## src/rtl/smram_pkg.sv

```systemverilog
package smram_pkg;

    typedef struct packed {
        logic open_win;
        logic force_main;
    } smram_ctrl_t;

    typedef struct packed {
        logic sram_cs;
        logic main_cs;
        logic deny;
    } smram_route_t;

    localparam int CTRL_OPEN_BIT  = 0;
    localparam int CTRL_FORCE_BIT = 1;

endpackage

```

## src/rtl/smram_cfg_regs.sv

```systemverilog
module smram_cfg_regs
    import smram_pkg::*;
#(
    parameter int          ADDR_W     = 32,
    parameter logic [31:0] RESET_BASE = 32'h0003_0000
) (
    input  logic              clk,
    input  logic              rst_n,
    input  logic              cfg_wr,
    input  logic              cfg_sel,
    input  logic [ADDR_W-1:0] cfg_wdata,
    output smram_ctrl_t       ctrl,
    output logic [ADDR_W-1:0] pending_base
);

    typedef struct packed {
        smram_ctrl_t       ctrl;
        logic [ADDR_W-1:0] pend;
    } cfg_state_t;

    cfg_state_t st_d, st_q;

    always_comb begin
        st_d = st_q;
        if (cfg_wr) begin
            if (cfg_sel) begin
                st_d.pend = cfg_wdata;
            end else begin
                st_d.ctrl.open_win   = cfg_wdata[CTRL_OPEN_BIT];
                st_d.ctrl.force_main = cfg_wdata[CTRL_FORCE_BIT];
            end
        end
    end

    always_ff @(posedge clk or negedge rst_n) begin
        if (!rst_n) begin
            st_q.ctrl <= '0;
            st_q.pend <= ADDR_W'(RESET_BASE);
        end else begin
            st_q <= st_d;
        end
    end

    assign ctrl         = st_q.ctrl;
    assign pending_base = st_q.pend;

endmodule

```

## src/rtl/smram_base_ctl.sv

```systemverilog
module smram_base_ctl #(
    parameter int          ADDR_W     = 32,
    parameter int          WIN_SHIFT  = 15,
    parameter logic [31:0] RESET_BASE = 32'h0003_0000
) (
    input  logic              clk,
    input  logic              rst_n,
    input  logic              smi_act_n,
    input  logic [ADDR_W-1:0] pending_base,
    output logic [ADDR_W-1:0] active_base,
    output logic              flush_req,
    output logic              halt_req
);

    typedef struct packed {
        logic              smi_prev;
        logic [ADDR_W-1:0] base;
        logic              flush;
        logic              halt;
    } base_state_t;

    base_state_t st_d, st_q;
    logic entry;
    logic aligned;

    always_comb begin
        entry   = st_q.smi_prev && !smi_act_n;
        aligned = (pending_base[WIN_SHIFT-1:0] == '0);
        st_d          = st_q;
        st_d.smi_prev = smi_act_n;
        st_d.flush    = (st_q.smi_prev != smi_act_n);
        if (entry) begin
            if (aligned) st_d.base = pending_base;
            else         st_d.halt = 1'b1;
        end
    end

    always_ff @(posedge clk or negedge rst_n) begin
        if (!rst_n) begin
            st_q.smi_prev <= 1'b1;
            st_q.base     <= ADDR_W'(RESET_BASE);
            st_q.flush    <= 1'b0;
            st_q.halt     <= 1'b0;
        end else begin
            st_q <= st_d;
        end
    end

    assign active_base = st_q.base;
    assign flush_req   = st_q.flush;
    assign halt_req    = st_q.halt;

endmodule

```

## src/rtl/smram_route.sv

```systemverilog
module smram_route
    import smram_pkg::*;
#(
    parameter int ADDR_W    = 32,
    parameter int MID_W     = 4,
    parameter int CPU_ID    = 0,
    parameter int WIN_SHIFT = 15
) (
    input  logic              clk,
    input  logic              rst_n,
    input  logic [ADDR_W-1:0] addr,
    input  logic              rd_en,
    input  logic              wr_en,
    input  logic [MID_W-1:0]  master_id,
    input  logic              smi_act_n,
    input  smram_ctrl_t       ctrl,
    input  logic [ADDR_W-1:0] active_base,
    output smram_route_t      route
);

    localparam logic [ADDR_W-1:0] WIN_BYTES = ADDR_W'(1) << WIN_SHIFT;
    localparam logic [ADDR_W-1:0] WIN_LAST  = WIN_BYTES - ADDR_W'(1);

    smram_route_t st_d, st_q;
    logic [ADDR_W-1:0] win_lo;
    logic [ADDR_W-1:0] win_hi;
    logic hit, access, is_cpu, in_smm, want_sram;

    always_comb begin
        win_lo    = active_base + WIN_BYTES;
        win_hi    = win_lo + WIN_LAST;
        hit       = (addr >= win_lo) && (addr <= win_hi);
        access    = rd_en || wr_en;
        is_cpu    = (master_id == MID_W'(CPU_ID));
        in_smm    = !smi_act_n;
        want_sram = hit && ((in_smm && !ctrl.force_main) ||
                            (!in_smm && ctrl.open_win));
        st_d = '0;
        if (access) begin
            if (want_sram && is_cpu) begin
                st_d.sram_cs = 1'b1;
            end else begin
                st_d.main_cs = 1'b1;
                st_d.deny    = want_sram;
            end
        end
    end

    always_ff @(posedge clk or negedge rst_n) begin
        if (!rst_n) st_q <= '0;
        else        st_q <= st_d;
    end

    assign route = st_q;

endmodule

```

## src/rtl/smram_gate.sv

```systemverilog
module smram_gate
    import smram_pkg::*;
#(
    parameter int          ADDR_W     = 32,
    parameter int          MID_W      = 4,
    parameter int          CPU_ID     = 0,
    parameter int          WIN_SHIFT  = 15,
    parameter logic [31:0] RESET_BASE = 32'h0003_0000
) (
    input  logic              clk,
    input  logic              rst_n,
    input  logic [ADDR_W-1:0] addr,
    input  logic              rd_en,
    input  logic              wr_en,
    input  logic [MID_W-1:0]  master_id,
    input  logic              smi_act_n,
    input  logic              cfg_wr,
    input  logic              cfg_sel,
    input  logic [ADDR_W-1:0] cfg_wdata,
    output logic              sram_cs,
    output logic              main_cs,
    output logic              deny,
    output logic              flush_req,
    output logic              halt_req
);

    smram_ctrl_t       ctrl;
    smram_route_t      route;
    logic [ADDR_W-1:0] pending_base;
    logic [ADDR_W-1:0] active_base;

    smram_cfg_regs #(.ADDR_W(ADDR_W), .RESET_BASE(RESET_BASE)) u_cfg (
        .clk(clk), .rst_n(rst_n), .cfg_wr(cfg_wr), .cfg_sel(cfg_sel),
        .cfg_wdata(cfg_wdata), .ctrl(ctrl), .pending_base(pending_base)
    );

    smram_base_ctl #(.ADDR_W(ADDR_W), .WIN_SHIFT(WIN_SHIFT),
                     .RESET_BASE(RESET_BASE)) u_base (
        .clk(clk), .rst_n(rst_n), .smi_act_n(smi_act_n),
        .pending_base(pending_base), .active_base(active_base),
        .flush_req(flush_req), .halt_req(halt_req)
    );

    smram_route #(.ADDR_W(ADDR_W), .MID_W(MID_W), .CPU_ID(CPU_ID),
                  .WIN_SHIFT(WIN_SHIFT)) u_route (
        .clk(clk), .rst_n(rst_n), .addr(addr), .rd_en(rd_en),
        .wr_en(wr_en), .master_id(master_id), .smi_act_n(smi_act_n),
        .ctrl(ctrl), .active_base(active_base), .route(route)
    );

    assign sram_cs = route.sram_cs;
    assign main_cs = route.main_cs;
    assign deny    = route.deny;

endmodule

```

## config.mk

```make
export PLATFORM = sky130hd
export DESIGN_NAME = smram_gate
export DESIGN_NICKNAME = d
export VERILOG_FILES = /design/src/rtl/smram_pkg.sv /design/src/rtl/smram_cfg_regs.sv /design/src/rtl/smram_base_ctl.sv /design/src/rtl/smram_route.sv /design/src/rtl/smram_gate.sv
export SDC_FILE = /design/constraint.sdc
export NUM_CORES = 1
export LEC_CHECK = 0
export CORE_MARGIN = 8
export CORE_UTILIZATION = 46
export DETAILED_ROUTE_END_ITERATION = 7
export HOLD_SLACK_MARGIN = 0.08
export PLACE_DENSITY_LB_ADDON = 0.25
export REMOVE_ABC_BUFFERS = 1
export SLEW_MARGIN = 20
export SYNTH_ARGS = -nofsm -noshare
export SYNTH_HDL_FRONTEND = slang
export SYNTH_SLANG_ARGS = --single-unit
```

## constraint.sdc

```tcl
create_clock -name clk -period 4.4 [get_ports clk]
set_input_delay 0.88 -clock clk [delete_from_list [all_inputs] [get_ports clk]]
set_output_delay 0.88 -clock clk [all_outputs]
set_load 0.01 [all_outputs]
```

==> flow_metrics.py, run 1 <==
metrics = {
    "route": {
        "wl_per_cell_um": 16.9,
        "totalWireLength_um": 12400,
        "drc_errors": 0,
        "viasPerCell": 5.62,
        "first_pass_iters": 4,
        "ant_nets": 0,
        "drt_iter0_markers": 319,
        "vias": 4116,
    },
    "worst_setup_path": {
        "cp-start-kind": "flip-flop",
        "crit_family": "simple AND/OR/NAND/NOR gates",
        "critical_path.max_fanout": 9,
        "critical_path.cell_chain": "ha_1, nand4_4, nor4_2, xnor2_1, a21oi_1, nor3b_1, xor2_1, ha_1, nand4_2, or4_1, nor3_1, a21oi_1, a21o_1, o32a_1",
        "worstRegToRegCells": 14,
        "worstSetupPathType": "reg -> reg",
        "required_ns": 4.62,
        "end_kind": "flip-flop",
        "slowest_delay_ns": 0.56,
        "cp_slowest_cell": "dfstp_2",
        "arrival_ns": 4.31,
        "cp_num_cells": 14,
        "cp_num_buf_inv": 0,
    },
    "timing": {
        "max_slew.worst_pin.slew_ns": 0.734,
        "rsz0062_at_grt": "false",
        "timing.final.crit_period_ns": 4.09,
        "fin_tns_setup_ns": 0,
        "max_freq_ghz": 0.245,
        "finalHoldViolations": 0,
        "max-slew-margin-rel_pct": 49.8,
        "timing.hold.ws_ns": 0.489,
        "setup_viol": 0,
        "fin_crit_sh_pct": 92.9,
        "skew_ns": 0.00488,
        "finalMaxSlewViolations": 0,
    },
    "global_route": {
        "grt_pass1_vias": 4391,
        "antenna_found_initial": 0,
        "grt_remaining_overflow": 0,
        "track_usage_pct": 17.5,
        "grt_first_pass_wirelength_um": 20900,
        "grt_max_degree": 49,
    },
    "layout": {
        "nets": 730,
        "diodes": 0,
        "drive_gt1_share_pct": 14.5,
        "stdcell_count": 732,
        "final_core_util_pct": 58.5,
        "register_area_mm2": 0.00181,
        "multiInputGateArea_mm2": 0.00318,
        "area_delta_synth_final_pct": 23.5,
        "fillCellCount": 940,
    },
    "yosys": {
        "synthesis.area_mm2": 0.00518,
        "synth_cell_types": 60,
        "synth_edf_count": 0,
        "synth.area.top_cells": "dfrtp_1 32%, ha_1 16%, mux2_2 11%",
        "synth.most_common_cell": "ha_1",
        "postSynthAreaPerCell_um2": 10.1,
        "yosys-top-cells-count": "68 x ha_1, 67 x dfrtp_1, 51 x mux2_2, 46 x a21oi_1, 34 x xnor2_1",
        "synth.top_cell.area_share_pct": 32.4,
        "yosys_most_used_dff": "dfrtp_1",
        "synth-seq-cells": 72,
        "netlist_instances": 512,
        "seq_area_frac_synth_pct": 34.9,
        "yosysWarnings": 0,
        "yosysTopAreaCell": "dfrtp_1",
        "async_flop_share_pct": 100,
    },
    "place": {
        "gp_congestion": 0.915,
        "io_buffers": 79,
        "dp_hpwl_um": 10000,
        "dpl.cell_count": 716,
    },
    "floorplanning": {
        "core_area_mm2": 0.0109,
        "fp.dieW_um": 122,
        "die-height_um": 122,
        "die-area_mm2": 0.0149,
        "num_rows": 38,
        "ios": 80,
        "initial_core_util_pct": 47.4,
    },
    "outcome": {
        "run_status": "finished, final reports clean",
    },
    "clock_network": {
        "htreeDepth": 3,
        "ctsResizeCount": 0,
        "postCtsSetupBuffers": 0,
        "cts_hold_buf": 0,
        "clock_sinks": 72,
        "cts_tree": "yes",
        "insertion_delay_ns": 0.34,
        "cts_buffer_depth": 2,
        "numCtsBuffers": 9,
        "root_buffer": "clkbuf_16",
        "clkSlewWorstSetupHoldPaths_ns": 0.06,
    },
    "worst_hold_path": {
        "hold_depth": 1,
        "worst_hold_path_type": "reg -> reg",
    },
    "flow_run": {
        "cap_viol_max_count": 0,
    },
    "power": {
        "irDropWorstVdd_mv": 0.230,
        "p_leak_nw": 2.70,
        "p_total_mw": 1.82,
        "p_per_area_mw_per_mm2": 284,
    },
}
-- cells by family (layout without fill, tap and decap cells) --
kind of cell | after synthesis | count (layout) | synth area share, %
fa+ha+maj | 68 | 68 | 16.4
flops | 72 | 72 | 34.9
xor+xnor | 46 | 46 | 7.77
mux | 51 | 51 | 11.1
compound gates | 84 | 84 | 9.63
simple gates | 148 | 148 | 16.5
buf+inv | 43 | 123 | 3.67
-- through the flow --
stage	area, um2	setup slack [ns]
after global routing	6400	0.00768
after CTS	6400	0.329
final	6400	0.312
after floorplan	5090	0.701
after detailed placement	6070	0.354
after global placement	6070	0.488
-- worst reg2reg max path, delay by kind of cell, from the launching register on --
family          cells  cell delay (ns)
xor+xnor            2             0.29
flops               1             0.56
compound gates      4             0.72
simple gates        6             1.66
fa+ha+maj           2             0.74
-- registers in the layout, summed over array words and instances, names as in the netlist --
signal / cells
u_base.flush_req: 1
u_cfg.pending_base: 32
u_base.halt_req: 1
u_cfg.ctrl: 2
u_base.st_q: 1
u_base.active_base: 32
u_route.route: 3
-- layout make-up --
class / instances / area share [%]
tap: 140 / 2.74
clock buffer: 9 / 3.52
sequential: 72 / 28.3
multi-input combinational: 397 / 49.8
timing repair buffer: 82 / 12.6
inverter: 25 / 1.47
clock inverter: 7 / 1.62
-- metal layers --
layer / global-route usage [%] / wire (um) / vias up
li1: - / - / 2016
met2: 29.2 / 5960 / 90
met5: 0 / 0 / -
met3: 3.75 / 536 / 25
met4: 7.84 / 291 / 0
met1: 21.2 / 5570 / 1985
-- cells in the final DEF, fill, tap and decap left out, types with 2 or more instances in the layout --
cell type and instances:
a211oi_1 3, o21ai_0 13, nor3_1 11, o21a_1 3
o22ai_1 2, clkdlybuf4s50_1 78, a21oi_1 46, nor4_1 9
nand2b_1 5, a21o_1 2, clkbuf_16 9, dfstp_2 5
ha_1 68, nor2_1 21, o211ai_1 2, nor3b_1 2
and3_1 4, nand4_1 10, or4_1 3, nand2_1 28
xor2_1 12, and2_1 2, clkinvlp_4 2, nor2b_1 3
mux2_2 51, dfrtp_1 67, nand3b_1 4, bufinv_16 2
inv_1 25, xnor2_1 34, nand3_1 23, and4_1 9
buf_4 3
-- path summary, 6_finish.rpt --
check                                        from                      to  slack (ns)
max in group asynchronous                   rst_n  u_cfg.pending_base[15]        2.84
max reg2reg                u_base.active_base[16]        u_route.route[1]        0.31
min reg2reg                       u_base.halt_req         u_base.halt_req        0.49
min in group asynchronous                   rst_n   u_base.active_base[7]        0.54
min                               u_base.halt_req         u_base.halt_req        0.49
max                        u_base.active_base[16]        u_route.route[1]        0.31
-- where the power goes --
group	internal (mW)	leakage, nW	switching [mW]
logic	0.153	1.72	0.113
registers	0.721	0.830	0.0338
clock network	0.503	0.154	0.296
(Power assumes the default switching activity.)
==> run 2, diff against run 1 <==
Settings changed: SETUP_SLACK_MARGIN from default to 0.4.
==> flow_metrics.py, run 2 (synthesis results as in run 1) <==
metrics = {
    "worst_hold_path": {
        "worst_hold_path_type": "reg -> reg",
        "hold_depth": 1,
    },
    "power": {
        "switching_power_mw": 0.447,
        "intPower_mw": 1.38,
        "irDropWorstVdd_mv": 0.233,
        "p_per_area_mw_per_mm2": 277,
        "p_clk_share_pct": 43.9,
        "pwr-share-seq_pct": 41.4,
        "p_leak_nw": 2.76,
        "netSwitchingFraction_pct": 24.5,
        "p_comb_share_pct": 14.7,
        "p_total_mw": 1.82,
    },
    "worst_setup_path": {
        "crit_path_start": "u_base.active_base[16]",
        "end_kind": "flip-flop",
        "crit_end": "u_route.route[1]",
        "regToRegSetupSlack_ns": 0.54,
        "worstRegToRegCells": 14,
        "arrival_ns": 4.08,
        "required_ns": 4.62,
        "worstSetupPathType": "reg -> reg",
        "critical_path.max_fanout": 8,
        "reg2reg_from": "u_base.active_base[16]",
        "reg2reg_to": "u_route.route[1]",
        "cp-start-kind": "flip-flop",
    },
    "route": {
        "drt_iter0_markers": 332,
        "wl_per_cell_um": 17.3,
        "first_pass_iters": 5,
        "totalWireLength_um": 12800,
        "viasPerCell": 5.68,
        "vias": 4194,
        "ant_nets": 0,
        "drc_errors": 0,
    },
    "layout": {
        "final_core_util_pct": 60.2,
        "area_delta_synth_final_pct": 27.0,
        "nets": 737,
        "fin_area_mm2": 0.00658,
        "final_cell_mix": "78 x clkdlybuf4s50_1, 66 x ha_1, 62 x dfrtp_1",
        "final_common_cell": "clkdlybuf4s50_1",
        "diodes": 0,
        "drive_gt1_share_pct": 19.0,
    },
    "clock_network": {
        "insertion_delay_ns": 0.34,
        "htreeDepth": 3,
        "clock_sinks": 72,
        "cts_tree": "yes",
        "numCtsBuffers": 9,
        "root_buffer": "clkbuf_16",
        "clkSlewWorstSetupHoldPaths_ns": 0.06,
        "cts_buffer_depth": 2,
    },
    "global_route": {
        "grt_first_pass_wirelength_um": 20900,
        "met1_usage_pct": 21.2,
        "grt_remaining_overflow": 0,
        "grt_max_degree": 49,
        "grt_use_met3_pct": 3.75,
        "grt_pass1_vias": 4401,
        "grt.met2_usage_pct": 29.2,
        "track_usage_pct": 17.5,
        "antenna_found_initial": 0,
        "top_usage_layer": "met2",
    },
    "floorplanning": {
        "die-area_mm2": 0.0149,
        "ios": 80,
        "num_rows": 38,
        "initial_core_util_pct": 47.4,
        "die-height_um": 122,
        "core_area_mm2": 0.0109,
        "fp.dieW_um": 122,
    },
    "place": {
        "placed_cell_area_mm2": 0.00607,
        "dp_hpwl_um": 10000,
        "io_buffers": 79,
        "gp_congestion": 0.915,
    },
    "timing": {
        "setup_viol": 0,
        "skew_ns": 0.00425,
        "max-slew-margin-rel_pct": 39.8,
        "fin_tns_setup_ns": 0,
        "max_slew.worst_pin.slew_ns": 0.880,
        "fin_crit_sh_pct": 87.7,
        "max_freq_ghz": 0.259,
        "finalMaxSlewViolations": 0,
        "finalHoldViolations": 0,
        "rsz0062_at_grt": "false",
        "timing.final.crit_period_ns": 3.86,
    },
    "outcome": {
        "run_status": "finished, final reports clean",
    },
    "flow_run": {
        "cap_viol_max_count": 0,
    },
}
==> run 2: cell count changes in the layout (fill, tap and decap cells not counted), sizes merged <==
cell,change
buf,+7
==> run 2: area by class of cell <==
| cell class | instances | area, um2 |
|---|---|---|
| tap | 140 | 175 |
| fill | 930 | 4350 |
| clock buffer | 9 | 225 |
| inverter | 25 | 93.8 |
| sequential | 72 | 1810 |
| timing repair buffer | 89 | 861 |
| multi-input combinational | 397 | 3310 |
| clock inverter | 7 | 104 |
==> run 2: metrics by stage <==
stage | worst slack, ns | hold WS [ns] | instances
6_report | 0.539 | 0.490 | 739
5_1_grt | 0.393 | 0.511 | 739
4_1_cts | 0.407 | 0.496 | 732
3_5_place_dp | 0.354 | 0.479 | 716
3_3_place_gp | 0.488 | 0.464 | 716
2_1_floorplan | 0.701 | 0.472 | 494
==> run 2: worst max-delay path, cell delays in order (launching register included) <==
cell and delay, ns:
dfstp_2 0.58, ha_4 0.21, nand4_4 0.16, xor2_1 0.21, o22ai_2 0.21, and4_4 0.29
and4bb_1 0.22, xor2_1 0.08, ha_1 0.32, nand4_2 0.16, or4_1 0.56, nor3_2 0.19
a21oi_1 0.07, a21o_1 0.20, o32a_1 0.29
==> run 2: routing by layer <==
layer	vias to the layer above	wire length, um
met4	0	321
met2	116	6240
met3	29	626
met5	-	0
met1	2021	5610
li1	2028	-
==> run 2: power by group through the flow <==
stage	registers, mW	logic (mW)	clock network (mW)
detailed placement	0.767	0.268	0
floorplan	0.757	0.139	0
global route	0.764	0.300	0.844
finish	0.756	0.268	0.801
CTS	0.755	0.269	0.820
global placement	0.764	0.257	0
==> run 2: worst min path at each step <==
stage,start,to,slack [ns]
6_report,u_base.halt_req,u_base.halt_req,0.49
5_1_grt,u_base.halt_req,u_base.halt_req,0.51
4_1_cts,u_base.halt_req,u_base.halt_req,0.50
3_5_place_dp,u_base.halt_req,u_base.halt_req,0.48
3_3_place_gp,u_base.halt_req,u_base.halt_req,0.46
2_1_floorplan,u_cfg.ctrl[1],u_cfg.ctrl[1],0.47
==> run 2: what timing repair did <==
item                       in CTS  in global routing
pin swaps                       0                  4
gates resized for setup         2                 25
hold buffers                    0                  0
setup endpoints to repair       2                  3
setup buffers                   0                  7
